**src/rtl/hostide_pkg.sv**
```systemverilog
package hostide_pkg;

  // Decoded target of a host access within the I/O page
  typedef enum logic [1:0] {
    TGT_NONE = 2'd0,
    TGT_HIB  = 2'd1,
    TGT_SET1 = 2'd2,
    TGT_SET3 = 2'd3
  } tgt_e;

  // hi holds host address bits 7..3 (hi[0] = A3, hi[4] = A7)
  function automatic tgt_e decode_target(input logic page_n, input logic [4:0] hi);
    tgt_e t;
    t = TGT_NONE;
    if (!page_n && !hi[0] && hi[4] && hi[1]) begin
      case (hi[3:2])
        2'b01:   t = TGT_HIB;
        2'b10:   t = TGT_SET1;
        2'b11:   t = TGT_SET3;
        default: t = TGT_NONE;
      endcase
    end
    return t;
  endfunction

  // Strobe is active (low) only in phi2-high with a matching direction and a set hit
  function automatic logic strobe_n(input logic ph, input logic dir_ok, input logic hit);
    return ~(ph & dir_ok & hit);
  endfunction

endpackage

```
**src/rtl/hostide_decode.sv**
```systemverilog
module hostide_decode
  import hostide_pkg::*;
(
  input  logic       io_sel_n,
  input  logic [4:0] addr_hi,
  output logic       cs_set1_n,
  output logic       cs_set3_n,
  output logic       hib_sel_n,
  output logic       set_hit,
  output logic       any_hit
);
  tgt_e tgt;

  always_comb begin
    tgt       = decode_target(io_sel_n, addr_hi);
    cs_set1_n = (tgt != TGT_SET1);
    cs_set3_n = (tgt != TGT_SET3);
    hib_sel_n = (tgt != TGT_HIB);
    set_hit   = (tgt == TGT_SET1) || (tgt == TGT_SET3);
    any_hit   = (tgt != TGT_NONE);
  end
endmodule

```
**src/rtl/hostide_strobe.sv**
```systemverilog
module hostide_strobe
  import hostide_pkg::*;
(
  input  logic phi2,
  input  logic rw,
  input  logic set_hit,
  output logic ior_n,
  output logic iow_n
);
  always_comb begin
    ior_n = strobe_n(phi2, rw, set_hit);
    iow_n = strobe_n(phi2, ~rw, set_hit);
  end
endmodule

```
**src/rtl/hostide_addr_latch.sv**
```systemverilog
module hostide_addr_latch #(
  parameter int unsigned AW = 3
) (
  input  logic          clk,
  input  logic          rst_n,
  input  logic          phi2,
  input  logic [AW-1:0] a_in,
  output logic [AW-1:0] a_out,
  output logic          phi2_rise,
  output logic          dev_rst_n
);
  logic phi2_q;

  assign phi2_rise = phi2 & ~phi2_q;

  always_ff @(posedge clk or negedge rst_n) begin
    if (!rst_n) begin
      phi2_q    <= 1'b0;
      a_out     <= '0;
      dev_rst_n <= 1'b0;
    end else begin
      phi2_q    <= phi2;
      dev_rst_n <= 1'b1;
      if (phi2_rise) a_out <= a_in;
    end
  end
endmodule

```
**src/rtl/hostide_glue.sv**
```systemverilog
module hostide_glue #(
  parameter int unsigned HOST_AW = 8,
  parameter int unsigned IDE_AW  = 3
) (
  input  logic               clk,
  input  logic               rst_n,
  input  logic               phi2,
  input  logic               rw,
  input  logic               io_sel_n,
  input  logic [HOST_AW-1:0] host_addr,
  input  logic               dasp_n,
  output logic               cs_set1_n,
  output logic               cs_set3_n,
  output logic               hib_sel_n,
  output logic               perip_en,
  output logic               reg_sel_n,
  output logic               ior_n,
  output logic               iow_n,
  output logic [IDE_AW-1:0]  ide_addr,
  output logic               act_led,
  output logic               ide_rst_n
);
  localparam int unsigned DEC_LO = IDE_AW;
  localparam int unsigned DEC_HI = DEC_LO + 4;

  // Named internal events, visible to the bound checker
  logic set_hit;
  logic any_hit;
  logic phi2_rise;

  hostide_decode u_dec (
    .io_sel_n (io_sel_n),
    .addr_hi  (host_addr[DEC_HI:DEC_LO]),
    .cs_set1_n(cs_set1_n),
    .cs_set3_n(cs_set3_n),
    .hib_sel_n(hib_sel_n),
    .set_hit  (set_hit),
    .any_hit  (any_hit)
  );

  hostide_strobe u_stb (
    .phi2   (phi2),
    .rw     (rw),
    .set_hit(set_hit),
    .ior_n  (ior_n),
    .iow_n  (iow_n)
  );

  hostide_addr_latch #(.AW(IDE_AW)) u_lat (
    .clk      (clk),
    .rst_n    (rst_n),
    .phi2     (phi2),
    .a_in     (host_addr[IDE_AW-1:0]),
    .a_out    (ide_addr),
    .phi2_rise(phi2_rise),
    .dev_rst_n(ide_rst_n)
  );

  assign perip_en  = ~any_hit;
  assign reg_sel_n = cs_set1_n & cs_set3_n;
  assign act_led   = ~dasp_n;

  if (HOST_AW > DEC_HI + 1) begin : g_spare
    logic spare_unused;
    assign spare_unused = ^host_addr[HOST_AW-1:DEC_HI+1];
  end
endmodule

```
**config.mk**
```make
export PLATFORM = sky130hd
export DESIGN_NAME = hostide_glue
export DESIGN_NICKNAME = d
export VERILOG_FILES = /design/src/rtl/hostide_pkg.sv /design/src/rtl/hostide_decode.sv /design/src/rtl/hostide_strobe.sv /design/src/rtl/hostide_addr_latch.sv /design/src/rtl/hostide_glue.sv
export SDC_FILE = /design/constraint.sdc
export NUM_CORES = 1
export LEC_CHECK = 0
export ABC_CLOCK_PERIOD_IN_PS = 1000
export BUFFER_PORTS_ARGS = -buffer_cell sky130_fd_sc_hd__buf_2
export CAP_MARGIN = 10
export CORE_AREA = 2 2 39 41
export CTS_CLUSTER_DIAMETER = 200
export DETAILED_ROUTE_END_ITERATION = 8
export DIE_AREA = 0 0 41 43
export PLACE_DENSITY = 0.56
export REMOVE_ABC_BUFFERS = 1
export SYNTH_ARGS = -nofsm -noshare
export SYNTH_HDL_FRONTEND = slang
export SYNTH_HIERARCHICAL = 1
export SYNTH_SLANG_ARGS = --single-unit
export TNS_END_PERCENT = 50
```
**constraint.sdc**
```tcl
create_clock -name clk -period 1 [get_ports clk]
set_clock_uncertainty 0.1 [all_clocks]
set_input_delay 0.05 -clock clk [delete_from_list [all_inputs] [get_ports clk]]
set_output_delay 0.05 -clock clk [all_outputs]
set_load 0.005 [all_outputs]
```
**Yosys cells after proc, flatten, opt, wreduce, memory -nomap -nowiden**

Index checks and enable logic that the tools add are counted.

- Register bits: 5
- Word-level logic and storage cells: 32
- Input port bits: 14

- Bitwise logic cells: 12
- Mux-type cells: 2
- Reduce and logical (&&, ||, !) cells: 7
- Equality and inequality tests: 8

Operators by type and width:

| cell | number |
|---|---|
| equality test 2 bit (second input constant) | 4 |
| AND 1 bit | 6 |
| inverter 1 bit | 6 |
| case mux 2 bit (3 select lines) | 1 |
| inequality test 2 bit (second input constant) | 2 |
| logical AND 1 bit | 3 |
| equality test 2 x 1 -> 1 bit (second input constant) | 1 |
| zero test 1 bit | 2 |
| 2-to-1 mux 2 bit | 1 |
| inequality test 2 x 1 -> 1 bit (second input constant) | 1 |
| nonzero test 2 bit | 1 |
| logical OR 1 bit | 1 |

**Longest topological paths before layout**

- Depth after elaboration: 9
- Depth in mapped cells: 3
- Gate-level depth less buffers: 3

**By module**

Netlist, hierarchy kept.

Modules (own cells, without submodules):

| module | cells each | instances | area each (µm²) |
|---|---|---|---|
| hostide_addr_latch | 10 | 1 | 187.7 |
| hostide_decode | 6 | 1 | 46.3 |
| hostide_glue | 3 | 1 | 13.8 |
| hostide_strobe | 2 | 1 | 12.5 |

**Worst setup path after synthesis**

OpenSTA, ideal clock, no wires.

- Path kind: register -> register
- From: register u_lat.phi2_q
- To: register u_lat.a_out[0]
- Cell stages (with the launch flop): 3
- Arrival time: 0.826 ns
- Library setup time: 0.125 ns
- Buffers on the path: 0
- Path slack: -0.051 ns
- Clock period less this slack: 1.051 ns
- Path through: dfrtp_1 > nor2b_4 > mux2_4

- Word-level cells in the longest chain between the ends: 2

RTL lines:

| item | RTL line | RTL |
|---|---|---|
| start: declaration | hostide_addr_latch.sv:12 | `logic phi2_q;` |
| start signal: assignment | hostide_addr_latch.sv:22 | `phi2_q <= phi2;` |
| inverter 1 bit | hostide_addr_latch.sv:14 | `assign phi2_rise = phi2 & ~phi2_q;` |
| AND 1 bit | hostide_addr_latch.sv:14 |  |
| net phi2_rise | hostide_glue.sv:29 | `logic phi2_rise;` |
| end signal: assignment | hostide_addr_latch.sv:24 | `if (phi2_rise) a_out <= a_in;` |
| end: declaration | hostide_addr_latch.sv:8 | `output logic [AW-1:0] a_out,` |

The timed path passes the listed nets, and every way through them passes these cells.
A chain may end at the register's enable or synchronous reset.

**Worst setup path after layout**

- From: register u_lat.phi2_q
- To: register u_lat.a_out[1]

Same word-level chain as after synthesis.

==> run_results.csv <==
group,metric,value,unit
run,drv_cap,0,
worst_hold_path,hold_path.class,"in2async",
synth,netlist_area,260,sq um
worst_setup_path,cp.arrival,1.11,ns
global_routing,grt_pass1_wl,1010,um
worst_setup_path,crit_path_start,"u_lat/phi2_q$_DFF_PN0_",
global_routing,grt.total_usage,0.0926,
floorplan,pin_count,26,
worst_setup_path,cp-start-kind,"flip-flop",
global_routing,use_met3,0.0419,
worst_setup_path,slowest_stage,"dfrtp_1",
global_routing,grt_pass1_vias,265,
timing,post-route-period-util,1.08,
cts,path_clk_slew,0.04,ns
outcome,violations,"setup timing",
worst_setup_path,path_class,"reg2reg",
timing,rsz0062_at_grt,"true",
finish,final_common_cell,"buf_2",
worst_setup_path,worstPathCellList,"nor2b_4, mux2_4",
floorplan,fp.coreArea,0.00138,sq mm
detailed_routing,routed_via_density,3.99,
global_routing,met2_usage,0.138,
finish,synthToLayoutAreaGrowth,88.0,%
detailed_routing,ant_nets,0,
finish,drive_above_1_share,0.636,
floorplan,rows,14,
pwr,p_leak,0.236,nW
finish,layout.nets,70,
outcome,status,"finished with violations",
cts,cts_tree,"done",
finish,layout_common_cells,"buf_2 (25), dlygate4sd3_1 (5), dfrtp_1 (5)",
detailed_routing,wl,702,um
synth,syn_area_per_cell,12.4,sq um
synth,syn_inst,21,
finish,final.fill_count,146,
cts,cts_setup_buffers,0,
cts,cts-htree-levels,1,
placement,dp_hpwl,517,um
global_routing,antenna_found_initial,0,
cts,cts_buffers,3,
cts,cts.path.max_buffers,2,
detailed_routing,wl_per_cell,9.89,um
cts,clk_latency,0.24,ns
timing,setup_violations,5,
global_routing,grt_max_degree,6,
timing,min_period,1.08,ns
synth,yosysSeqAreaShare,0.481,
synth,ys_types,10,
placement,placement.io_buffers,25,
timing,fmax,0.922,GHz
timing,setup_ws,-0.0843,ns
placement,postPlaceCellArea,405,sq um
cts,root_buffer,"clkbuf_4",
finish,final_area,489,sq um
worst_setup_path,critPathMaxStageDelay,0.39,ns
timing,drv_slew,0,
synth,synth-seq-cells,5,
worst_setup_path,cp_data_required_time,1.02,ns
timing,hold_viol_final,0,
placement,place_congestion,0.633,
pwr,finalPower,588,uW
detailed_routing,via_count,283,
detailed_routing,drc_errors,0,
synth,yosys_warnings,6,
worst_setup_path,endpoint_kind,"flip-flop",
pwr,peakVddDrop,0.000260,V
cts,clock-sinks,5,
floorplan,dieArea,0.00176,sq mm
global_routing,globalRouteMet1Util,0.0809,
timing,whs,0.0610,ns
pwr,powerDensity,1200,mW/mm^2
floorplan,fp.dieH,43,um
worst_setup_path,r2r-start,"u_lat/phi2_q$_DFF_PN0_",
floorplan,start_util,0.188,
worst_setup_path,worstPathMaxFanout,3,
global_routing,busiest_layer,"met2",
detailed_routing,drtPass1Iterations,2,
floorplan,die-width,41,um
global_routing,overflow,0,
finish,antennaDiodeCount,0,
detailed_routing,drt-initial-drc-count,3,
-- worst max-delay path, delay by kind of cell, from the launching register on --
kind	cells	cell delay [ns]
DFF	1	0.39
muxes	1	0.31
and+or+nand+nor	1	0.17
-- through the flow --
| step | instances | TNS, ns | worst slack [ns] | util |
|---|---|---|---|---|
| detailed placement | 62 | -0.236 | -0.0788 | 0.293 |
| floorplan | 21 | -0.154 | -0.0513 | - |
| finish | 71 | -0.260 | -0.0843 | 0.354 |
| CTS | 71 | -0.271 | -0.0899 | 0.348 |
| global route | 71 | -0.451 | -0.130 | 0.354 |
| global placement | 62 | -0.194 | -0.0592 | 0.293 |
-- sequential cells by signal (all words and copies together) (netlist names) --
register	count
u_lat/a_out	3
u_lat/dev_rst_n	1
u_lat/phi2_q	1
-- metal layers --
| layer | vias to the layer above | wire [um] |
|---|---|---|
| li1 | 139 | - |
| met1 | 116 | 275 |
| met2 | 26 | 292 |
| met3 | 2 | 115 |
| met4 | 0 | 18 |
| met5 | - | 0 |
-- what timing repair did --
action / CTS / global route
gates cloned: 0 / 0
pin swaps: 3 / 1
endpoints found under the hold margin: 9 / 0
gates resized for setup: 0 / 2
endpoints found under the setup margin: 4 / 6
hold buffers: 5 / 0
-- layout make-up --
class,instances,area (sq um),area share
clock buffers,4,26.3,0.0537
inverters,2,7.51,0.0153
multi-input cells,14,135,0.276
repair buffers,30,175,0.358
flip-flops and latches,5,125,0.256
well taps,16,20.0,0.0409
-- cells by family after synthesis --
family / after synthesis / synth area share
other: 1 / 0.0144
DFF: 5 / 0.481
muxes: 3 / 0.173
buffers and inverters: 2 / 0.0289
and+or+nand+nor: 9 / 0.274
AOI/OAI and AO/OA: 1 / 0.0289
-- where the power goes --
part / switching, mW / internal, mW / total, mW
logic: 0.0423 / 0.0812 / 0.124
registers: 0.0113 / 0.225 / 0.237
clock network: 0.0775 / 0.150 / 0.228
-- Yosys cell counts --
library cell  n  share of area
mux2_4        3           0.17
conb_1        1          0.014
o21a_1        1          0.029
inv_1         2          0.029
nand3_1       2          0.038
and4bb_2      1          0.048
nor2b_4       1          0.053
dfrtp_1       5           0.48
nand3b_1      3          0.087
and2_1        2          0.048
-- path summary, 6_finish.rpt --
path	end	slack [ns]	cells after the start
min in group clk	u_lat/a_out[0]$_DFFE_PN0P_	0.19	3
max	u_lat/a_out[1]$_DFFE_PN0P_	-0.08	2
min reg2reg	u_lat/a_out[0]$_DFFE_PN0P_	0.41	1
min	u_lat/phi2_q$_DFF_PN0_	0.06	2
max reg2reg	u_lat/a_out[1]$_DFFE_PN0P_	-0.08	2
max in group asynchronous	u_lat/a_out[1]$_DFFE_PN0P_	0.61	2
(Power assumes the default switching activity.)
